$ cat src/rtl/wsq_pkg.sv
package wsq_pkg;
    typedef enum logic [0:0] {
        DR_IDLE = 1'b0,
        DR_WAIT = 1'b1
    } drain_state_t;
endpackage

$ cat src/rtl/wsq_fifo.sv
module wsq_fifo #(
    parameter int ADDR_W = 32,
    parameter int DATA_W = 32,
    parameter int DEPTH  = 4,
    localparam int BE_W  = DATA_W / 8,
    localparam int PTR_W = $clog2(DEPTH),
    localparam int CNT_W = $clog2(DEPTH + 1)
) (
    input  logic                          clk,
    input  logic                          rst_n,
    input  logic                          push,
    input  logic                          pop,
    input  logic [ADDR_W-1:0]             in_addr,
    input  logic [DATA_W-1:0]             in_data,
    input  logic [BE_W-1:0]               in_be,
    output logic [DEPTH-1:0][ADDR_W-1:0]  ent_addr,
    output logic [DEPTH-1:0][DATA_W-1:0]  ent_data,
    output logic [DEPTH-1:0][BE_W-1:0]    ent_be,
    output logic [PTR_W-1:0]              rd_ptr,
    output logic [CNT_W-1:0]              occ
);
    logic [PTR_W-1:0] wr_ptr;

    always_ff @(posedge clk) begin
        if (!rst_n) begin
            wr_ptr <= '0;
            rd_ptr <= '0;
            occ    <= '0;
        end else begin
            if (push) wr_ptr <= wr_ptr + 1'b1;
            if (pop)  rd_ptr <= rd_ptr + 1'b1;
            if (push && !pop)      occ <= occ + 1'b1;
            else if (pop && !push) occ <= occ - 1'b1;
        end
    end

    for (genvar g = 0; g < DEPTH; g++) begin : g_slot
        always_ff @(posedge clk) begin
            if (push && wr_ptr == PTR_W'(g)) begin
                ent_addr[g] <= in_addr;
                ent_data[g] <= in_data;
                ent_be[g]   <= in_be;
            end
        end
    end
endmodule

$ cat src/rtl/wsq_drain.sv
module wsq_drain
    import wsq_pkg::*;
(
    input  logic clk,
    input  logic rst_n,
    input  logic have_data,
    input  logic last_one,
    input  logic push,
    input  logic mem_ack,
    output logic mem_req,
    output logic pop
);
    drain_state_t state_q, state_d;

    always_ff @(posedge clk) begin
        if (!rst_n) state_q <= DR_IDLE;
        else        state_q <= state_d;
    end

    always_comb begin
        state_d = state_q;
        unique case (state_q)
            DR_IDLE: if (have_data || push)              state_d = DR_WAIT;  // launch
            DR_WAIT: if (mem_ack && last_one && !push)   state_d = DR_IDLE;  // retire
            default:                                     state_d = DR_IDLE;
        endcase
    end

    always_comb begin
        mem_req = (state_q == DR_WAIT);
        pop     = mem_req && mem_ack;
    end
endmodule

$ cat src/rtl/wsq_fwd.sv
module wsq_fwd #(
    parameter int ADDR_W = 32,
    parameter int DATA_W = 32,
    parameter int DEPTH  = 4,
    localparam int BE_W  = DATA_W / 8,
    localparam int PTR_W = $clog2(DEPTH),
    localparam int CNT_W = $clog2(DEPTH + 1)
) (
    input  logic [DEPTH-1:0][ADDR_W-1:0] ent_addr,
    input  logic [DEPTH-1:0][DATA_W-1:0] ent_data,
    input  logic [DEPTH-1:0][BE_W-1:0]   ent_be,
    input  logic [PTR_W-1:0]             rd_ptr,
    input  logic [CNT_W-1:0]             occ,
    input  logic [ADDR_W-1:0]            ld_addr,
    output logic                         ld_hit,
    output logic [DATA_W-1:0]            ld_data,
    output logic [BE_W-1:0]              ld_be
);
    logic [PTR_W-1:0] idx;

    // Walk from oldest to newest so later matches overwrite earlier bytes.
    always_comb begin
        ld_hit  = 1'b0;
        ld_data = '0;
        ld_be   = '0;
        idx     = '0;
        for (int k = 0; k < DEPTH; k++) begin
            idx = rd_ptr + PTR_W'(k);
            if (CNT_W'(k) < occ && ent_addr[idx] == ld_addr) begin
                ld_hit = 1'b1;
                for (int b = 0; b < BE_W; b++) begin
                    if (ent_be[idx][b]) begin
                        ld_data[b*8 +: 8] = ent_data[idx][b*8 +: 8];
                        ld_be[b]          = 1'b1;
                    end
                end
            end
        end
    end
endmodule

$ cat src/rtl/wt_store_queue.sv
module wt_store_queue #(
    parameter int ADDR_W = 32,
    parameter int DATA_W = 32,
    parameter int DEPTH  = 4,
    localparam int BE_W  = DATA_W / 8,
    localparam int PTR_W = $clog2(DEPTH),
    localparam int CNT_W = $clog2(DEPTH + 1)
) (
    input  logic              clk,
    input  logic              rst_n,
    input  logic              st_valid,
    input  logic [ADDR_W-1:0] st_addr,
    input  logic [DATA_W-1:0] st_data,
    input  logic [BE_W-1:0]   st_be,
    output logic              st_ready,
    output logic              mem_req,
    output logic [ADDR_W-1:0] mem_addr,
    output logic [DATA_W-1:0] mem_data,
    output logic [BE_W-1:0]   mem_be,
    input  logic              mem_ack,
    input  logic [ADDR_W-1:0] ld_addr,
    output logic              ld_hit,
    output logic [DATA_W-1:0] ld_data,
    output logic [BE_W-1:0]   ld_be
);
    logic [DEPTH-1:0][ADDR_W-1:0] ent_addr;
    logic [DEPTH-1:0][DATA_W-1:0] ent_data;
    logic [DEPTH-1:0][BE_W-1:0]   ent_be;
    logic [PTR_W-1:0]             rd_ptr;
    logic [CNT_W-1:0]             occ;
    logic                         push;
    logic                         pop;

    // A slot freed by this cycle's acknowledge may be refilled on the same edge.
    assign st_ready = (occ != CNT_W'(DEPTH)) || pop;
    assign push     = st_valid && st_ready;

    wsq_fifo #(.ADDR_W(ADDR_W), .DATA_W(DATA_W), .DEPTH(DEPTH)) u_fifo (
        .clk(clk), .rst_n(rst_n), .push(push), .pop(pop),
        .in_addr(st_addr), .in_data(st_data), .in_be(st_be),
        .ent_addr(ent_addr), .ent_data(ent_data), .ent_be(ent_be),
        .rd_ptr(rd_ptr), .occ(occ)
    );

    wsq_drain u_drain (
        .clk(clk), .rst_n(rst_n),
        .have_data(occ != '0), .last_one(occ == CNT_W'(1)),
        .push(push), .mem_ack(mem_ack),
        .mem_req(mem_req), .pop(pop)
    );

    assign mem_addr = ent_addr[rd_ptr];
    assign mem_data = ent_data[rd_ptr];
    assign mem_be   = ent_be[rd_ptr];

    wsq_fwd #(.ADDR_W(ADDR_W), .DATA_W(DATA_W), .DEPTH(DEPTH)) u_fwd (
        .ent_addr(ent_addr), .ent_data(ent_data), .ent_be(ent_be),
        .rd_ptr(rd_ptr), .occ(occ), .ld_addr(ld_addr),
        .ld_hit(ld_hit), .ld_data(ld_data), .ld_be(ld_be)
    );
endmodule

$ cat config.mk
export PLATFORM = sky130hd
export DESIGN_NAME = wt_store_queue
export DESIGN_NICKNAME = d
export VERILOG_FILES = /design/src/rtl/wsq_pkg.sv /design/src/rtl/wsq_fifo.sv /design/src/rtl/wsq_drain.sv /design/src/rtl/wsq_fwd.sv /design/src/rtl/wt_store_queue.sv
export SDC_FILE = /design/constraint.sdc
export NUM_CORES = 1
export LEC_CHECK = 0
export CAP_MARGIN = 20
export CORE_ASPECT_RATIO = 1.5
export CORE_UTILIZATION = 60
export CTS_CLUSTER_DIAMETER = 50
export CTS_CLUSTER_SIZE = 20
export DETAILED_ROUTE_END_ITERATION = 16
export DONT_BUFFER_PORTS = 1
export HOLD_SLACK_MARGIN = 0.02
export PLACE_DENSITY = 0.76
export SETUP_SLACK_MARGIN = 0.05
export SLEW_MARGIN = 20
export SYNTH_ARGS = -nofsm -noshare
export SYNTH_HDL_FRONTEND = slang
export SYNTH_SLANG_ARGS = --single-unit
$ cat constraint.sdc
create_clock -name clk -period 6.44 [get_ports clk]
set_input_delay 1.288 -clock clk [delete_from_list [all_inputs] [get_ports clk]]
set_output_delay 1.288 -clock clk [all_outputs]
set_load 0.1 [all_outputs]
-- Word level (Yosys, flattened, before mapping)
Index checks and enable logic that the tools add are counted.
- reductions and logical operators: 21
- $mul: 0
- equal/unequal tests: 9
- add/subtract/negate cells: 6
- div/mod/pow operators: 0
- muxes and demuxes: 73
- bitwise logic cells: 1
- magnitude comparators: 8
- shift operators: 0
- operators with widths (kind ; number):
    $bmux W32 S2 ; 8
    $mux W32 ; 12
    $eq A32 B32 Y1 ; 4
    $mux W8 ; 16
    $bmux W4 S2 ; 4
    $mux W4 ; 8
    $mux W1 ; 22
    $logic_and A1 B1 Y1 ; 14
    $lt A2 B3 Y1 const B ; 4
    $lt A1 B3 Y1 const A ; 2
    $lt A2 B3 Y1 const A ; 2
    $mux W3 ; 2
    $add A2 B1 Y2 const B ; 2
    $add A2 B2 Y2 const B ; 2
    $eq A2 B2 Y1 const B ; 2
    $add A3 B1 Y3 const B ; 1
    $eq A3 B1 Y1 const B ; 1
    $ne A3 B3 Y1 const B ; 1
    $reduce_bool A3 Y1 ; 1
    $sub A3 B1 Y3 const B ; 1
    $eq A2 B1 Y1 const B ; 1
    $logic_not A1 Y1 ; 2
    $logic_not A2 Y1 ; 1
    $logic_or A1 B1 Y1 ; 2
    3 further kinds ; 3
- flip-flop bits (word level): 280
- bits in read-only memories: 0
- word-level logic and storage cells: 134
- RAM bits: 0
- memories: 0
- output and inout port bits: 107
- bits in latches: 0
- input port bits: 104

-- Depth between registers and ports, before layout
- word-level depth: 11
- gate-level depth with buffers: 14
- gate-level depth less buffers: 10

-- Hierarchy
A second synthesis with hierarchy kept.
- cells, all modules: 1623
- area total of the unflattened synthesis: 20080.5 um2
- modules (own cells, without submodules) (module ; area each (um2) ; seq. area each (um2) ; cells each ; times used):
    wsq_fwd ; 9783.1 ; 0.0 ; 1221 ; 1
    wsq_fifo ; 8554.5 ; 8308.0 ; 310 ; 1
    wt_store_queue ; 1697.9 ; 0.0 ; 88 ; 1
    wsq_drain ; 45.0 ; 20.0 ; 4 ; 1

-- Least setup slack after synthesis
Ideal clock, no wire load.
- kind: flip-flop to output port
- start point: register u_fifo.rd_ptr[1]
- end point: output port ld_data[0]
- buffers on the path: 5
- slack: -1.668 ns
- required time: 5.152 ns
- cell stages (with the launch flop): 14
- arrival time: 6.820 ns
- cell sequence: dfxtp_1 -> buf_4 -> inv_1 -> buf_4 -> buf_6 -> buf_4 -> buf_2 -> mux2i_1 -> o32ai_1 -> nor4_2 -> nand4_1 -> a2111oi_4 -> nand2_1 -> a222oi_1
- longest elaborated chain between the ends: 11
- elaborated cells on any way between the ends: 43
- classes of those cells: 3 x add/sub; 4 x eq/ne; 32 x mux; 4 x reduce/logical
- ends and longest elaborated chain (what ; line ; RTL):
    start: declaration ; wsq_fifo.sv:19 ; output logic [PTR_W-1:0] rd_ptr,
    start signal: assignment ; wsq_fifo.sv:31 ; if (pop) rd_ptr <= rd_ptr + 1'b1;
    $bmux W32 S2 (*) ; - ;
    $mux W32 (*) ; - ;
    via mem_addr[20] ; wt_store_queue.sv:17 ; output logic [ADDR_W-1:0] mem_addr,
    $eq A32 B32 Y1 (*) ; wsq_fwd.sv:29 ; if (CNT_W'(k) < occ && ent_addr[idx] == ld_addr) begin
    $logic_and A1 B1 Y1 (*) ; wsq_fwd.sv:29 ;
    $mux W32 (*) ; wsq_fwd.sv:29 ;
    $mux W8 ; wsq_fwd.sv:32 ; if (ent_be[idx][b]) begin
    $mux W32 (*) ; wsq_fwd.sv:29 ;
    $mux W8 ; wsq_fwd.sv:32 ;
    $mux W32 (*) ; wsq_fwd.sv:29 ;
    $mux W8 ; wsq_fwd.sv:32 ;
    $mux W32 (*) ; wsq_fwd.sv:29 ;
    end: declaration ; wt_store_queue.sv:23 ; output logic [DATA_W-1:0] ld_data,
Mark *: on every way through the listed nets, which the timed path passes. The rest lies on a longest branch. The select of a mux whose other input is x is not followed.

-- Worst setup path in the final report
- start point: register u_fifo.rd_ptr[1]
- end point: output port ld_data[7]
- longest elaborated chain between the ends: 11
- elaborated cells on any way between the ends: 43
- classes of those cells: 3 x add/sub; 4 x eq/ne; 32 x mux; 4 x reduce/logical
- ends and longest elaborated chain (what ; line):
    branches (longest 10 deep; another with $add A2 B1 Y2) ; -
    $mux W32 (*) ; wsq_fwd.sv:29
Mark *: on every way between the ends. The select of a mux whose other input is x is not followed.

==> summary.txt <==
Timing
  • Max-slew violations: 0
  • Max Freq: 0.1623 GHz
  • Worst Tran Pin Value: 1.123 ns
  • Max-slew headroom: 25.06%
  • Final hold violation count: 0
  • Final Cycle Share: 95.66%
  • Setup TNS: 0 ns
  • RSZ-0062 raised after global routing: false
  • Final number of setup-violating endpoints: 0
  • Minimum clock period: 6.160 ns
  • Worst hold margin: 0.7032 ns
  • Clock skew: 0.01366 ns

Synthesis
  • Yosys warns: 0
  • Syn Area/Cell: 12.94 um^2
  • Cells after Synth: 1415
  • #FFs+latches synth: 280
  • Syn Nets: 1528
  • Top_reg_cell synth: edfxtp_1
  • Async SR Flop Fraction: 0%
  • Post-synth cell types: 66
  • Mapped Area: 18310 um^2
  • EDFF count, synth: 272
  • Register area share after synthesis: 45.50%

Placement
  • Placement Cell Area: 20010 um^2
  • Global placement routability congestion: 1.005
  • DP Wirelength: 38.12 mm
  • Port Buffers: 0

Run
  • Max cap viols: 0

Clock tree
  • Max clock buf depth: 3
  • Hold_buf cts: 0
  • Clock sinks: 280
  • Clock transition at the registers of the reported paths: 0.07 ns
  • Root Buffer: clkbuf_16
  • Clock latency on the worst-skew pair: 0.55 ns
  • CTS Buf Count: 26
  • H-tree depth: 1
  • CTS tree: done

Die
  • Starting Density: 60.70%
  • Rows: 78
  • Die width: 144.6 um
  • Core Box Area: 30160 um^2
  • Die ar.: 31230 um^2
  • Io pins: 211
  • Die Y: 215.9 um

Layout
  • Final instance area: 21160 um^2
  • Multi-input gate area: 9495 um^2
  • Share of cells above drive strength 1: 28.35%
  • FILL cells: 2036
  • Reg area: 8335 um^2
  • Syn-to-layout area delta: 15.62%
  • Most used cells in the layout excluding fill and tap cells: 272 x edfxtp_1, 143 x mux2i_1, 128 x nand2_1, 112 x mux4_2, 89 x buf_4
  • Most common cell after layout, fill and taps aside: edfxtp_1
  • Util after Layout: 70.18%
  • Nets: 1571
  • ANT cells: 0

Power
  • Sequential group share of total power: 37.5%
  • Leakage Power: 6.795 nW
  • Overall power: 0.006106 W
  • Sw Ratio: 38.77%
  • Clk pwr share: 27.9%
  • Psw: 0.002367 W
  • Gate power share: 34.7%
  • Cell Pwr Density: 288.5 nW/um^2
  • VDD IR max: 319.0 uV
  • Pint: 0.003739 W

Drt
  • DR WL/cell: 28.06 um
  • Vias post-DR: 13.03k
  • Pre-antenna DRT Iters: 7
  • Final wirelength: 52.69 mm
  • # DRC: 0
  • Iter 0 DRT Violations: 1033
  • Vias per inst: 6.937
  • Post-route ant nets: 0

Min path
  • Hold Crit Class: reg -> reg
  • Hold EP: u_fifo.occ[2]
  • Cells on Worst Hold Path: 2
  • Hold Startpoint: u_fifo.occ[2]

Worst setup path
  • CP Max Fanout: 29
  • Data required time of the worst path: 5.15 ns
  • CP max stage cell: a2111o_1
  • Worst r2r dst: u_fifo.ent_be[14]
  • Reg2reg start: u_drain.mem_req
  • Reg2reg setup slack: 2.86 ns
  • Worst Path Arrival: 4.87 ns
  • Delay of the slowest critical-path stage: 0.71 ns
  • R2r worst-path depth: 4
  • Setup CP Type: reg -> out
  • Cell mode on critical path: buf_4
  • CP Cell Sequence: clkinv_4 > buf_4 > buf_4 > mux2i_4 > xnor2_1 > nand2_1 > a2111o_1 > a2111oi_4 > buf_4 > nand2_1 > a222oi_1 > clkbuf_16
  • CP Capture Type: primary output
  • Critical Path Source Type: flop
  • Origin of the worst setup path: u_fifo.rd_ptr[1]

Global routing
  • Largest net degree at the start of global routing: 115
  • GRT overflow: 0
  • Vias in the first global route: 13.41k
  • First-pass GRT wire length: 78.27 mm
  • Gr usage total: 34.09%
  • Initial antenna violation count: 0

Run status
  • Status: completed
[cell usage after synthesis (11+ instances only)]
library cell  count  area share [%]
a21oi_1          21            0.57
and2_1           14            0.48
a211oi_1         35             1.4
buf_1            15            0.31
nand4_1          14            0.48
xnor2_1          86             4.1
o22ai_1          14            0.48
nand2_1         128             2.6
xor2_1           12            0.57
inv_1            56             1.1
o21ai_0          83             2.3
mux2i_1         163             8.9
buf_4            13            0.53
nor3_1           11            0.30
a222oi_1         33             1.8
nor2_1           33            0.68
edfxtp_1        272              45
mux2_2           60             3.7
nand3_1          14            0.38
buf_2            31            0.85
clkbuf_1         38            0.78
mux4_2          112              14
buf_6            11            0.68
[how the worst max path moves through the flow]
stage | end | slack [ns]
3_5_place_dp | ld_data[28] | 0.47
5_1_grt | ld_data[25] | 0.14
6_report | ld_data[7] | 0.28
2_1_floorplan | ld_data[14] | -0.30
3_3_place_gp | ld_data[21] | 0.63
4_1_cts | ld_data[7] | 0.07
[kinds of logic (layout without fill, tap and decap cells)]
group	after synthesis	after routing	share of synthesized area, %
multiplexers	337	337	26.52
XOR/XNOR	98	98	4.689
flip-flops	280	280	45.50
adder cells (fa/ha/maj)	9	9	0.6152
buffers and inverters	169	232	4.785
AO/OA/AOI/OAI	257	257	10.33
AND/OR/NAND/NOR	265	265	7.567
[routing by layer]
layer / track usage [%] / vias up / wire length (um)
li1: - / 5716 / -
met1: 35.30 / 6498 / 17580
met2: 60.16 / 623 / 27650
met3: 8.698 / 190 / 3999
met4: 21.61 / 0 / 3467
met5: 0 / - / 0
[state kept, by name, summed over array words and instances, names as in the netlist]
register	flops
u_drain.mem_req	1
u_fifo.rd_ptr	2
u_fifo.ent_addr	128
u_fifo.occ	3
u_fifo.wr_ptr	2
u_fifo.ent_be	16
u_fifo.ent_data	128
[metrics by stage]
step / instances / setup slack (ns)
after floorplan: 1415 / -0.3037
final: 1878 / 0.2796
after global placement: 1816 / 0.6286
after detailed placement: 1817 / 0.4707
after global routing: 1878 / 0.1428
after CTS: 1868 / 0.07151
[area by class of cell]
type | count | area share (%)
clock inverter | 21 | 1.389
sequential | 280 | 39.39
clock buffer | 27 | 3.192
tap | 400 | 2.365
multi-input combinational | 966 | 44.87
timing repair buffer | 128 | 7.786
inverter | 56 | 1.017
[critical path, delay by kind of cell (launching register included)]
family | cells | cell delay, ns
mux | 1 | 0.19
flops | 1 | 0.53
xor+xnor | 1 | 0.18
compound gates | 3 | 1.67
buf+inv | 5 | 1.41
simple gates | 2 | 0.29
[power groups by stage]
stage	clock network, W	registers [W]	logic, W
finish	0.00170	0.00229	0.00212
global route	0.00178	0.00230	0.00220
CTS	0.00172	0.00229	0.00208
detailed placement	0	0.00233	0.00206
global placement	0	0.00231	0.00205
floorplan	0	0.00229	0.00171
[timing repair]
action,in CTS,in global routing
pin swaps,3,8
resized for setup,7,11
setup endpoints to repair,29,32
setup buffers,3,10
(Power assumes the default switching activity.)
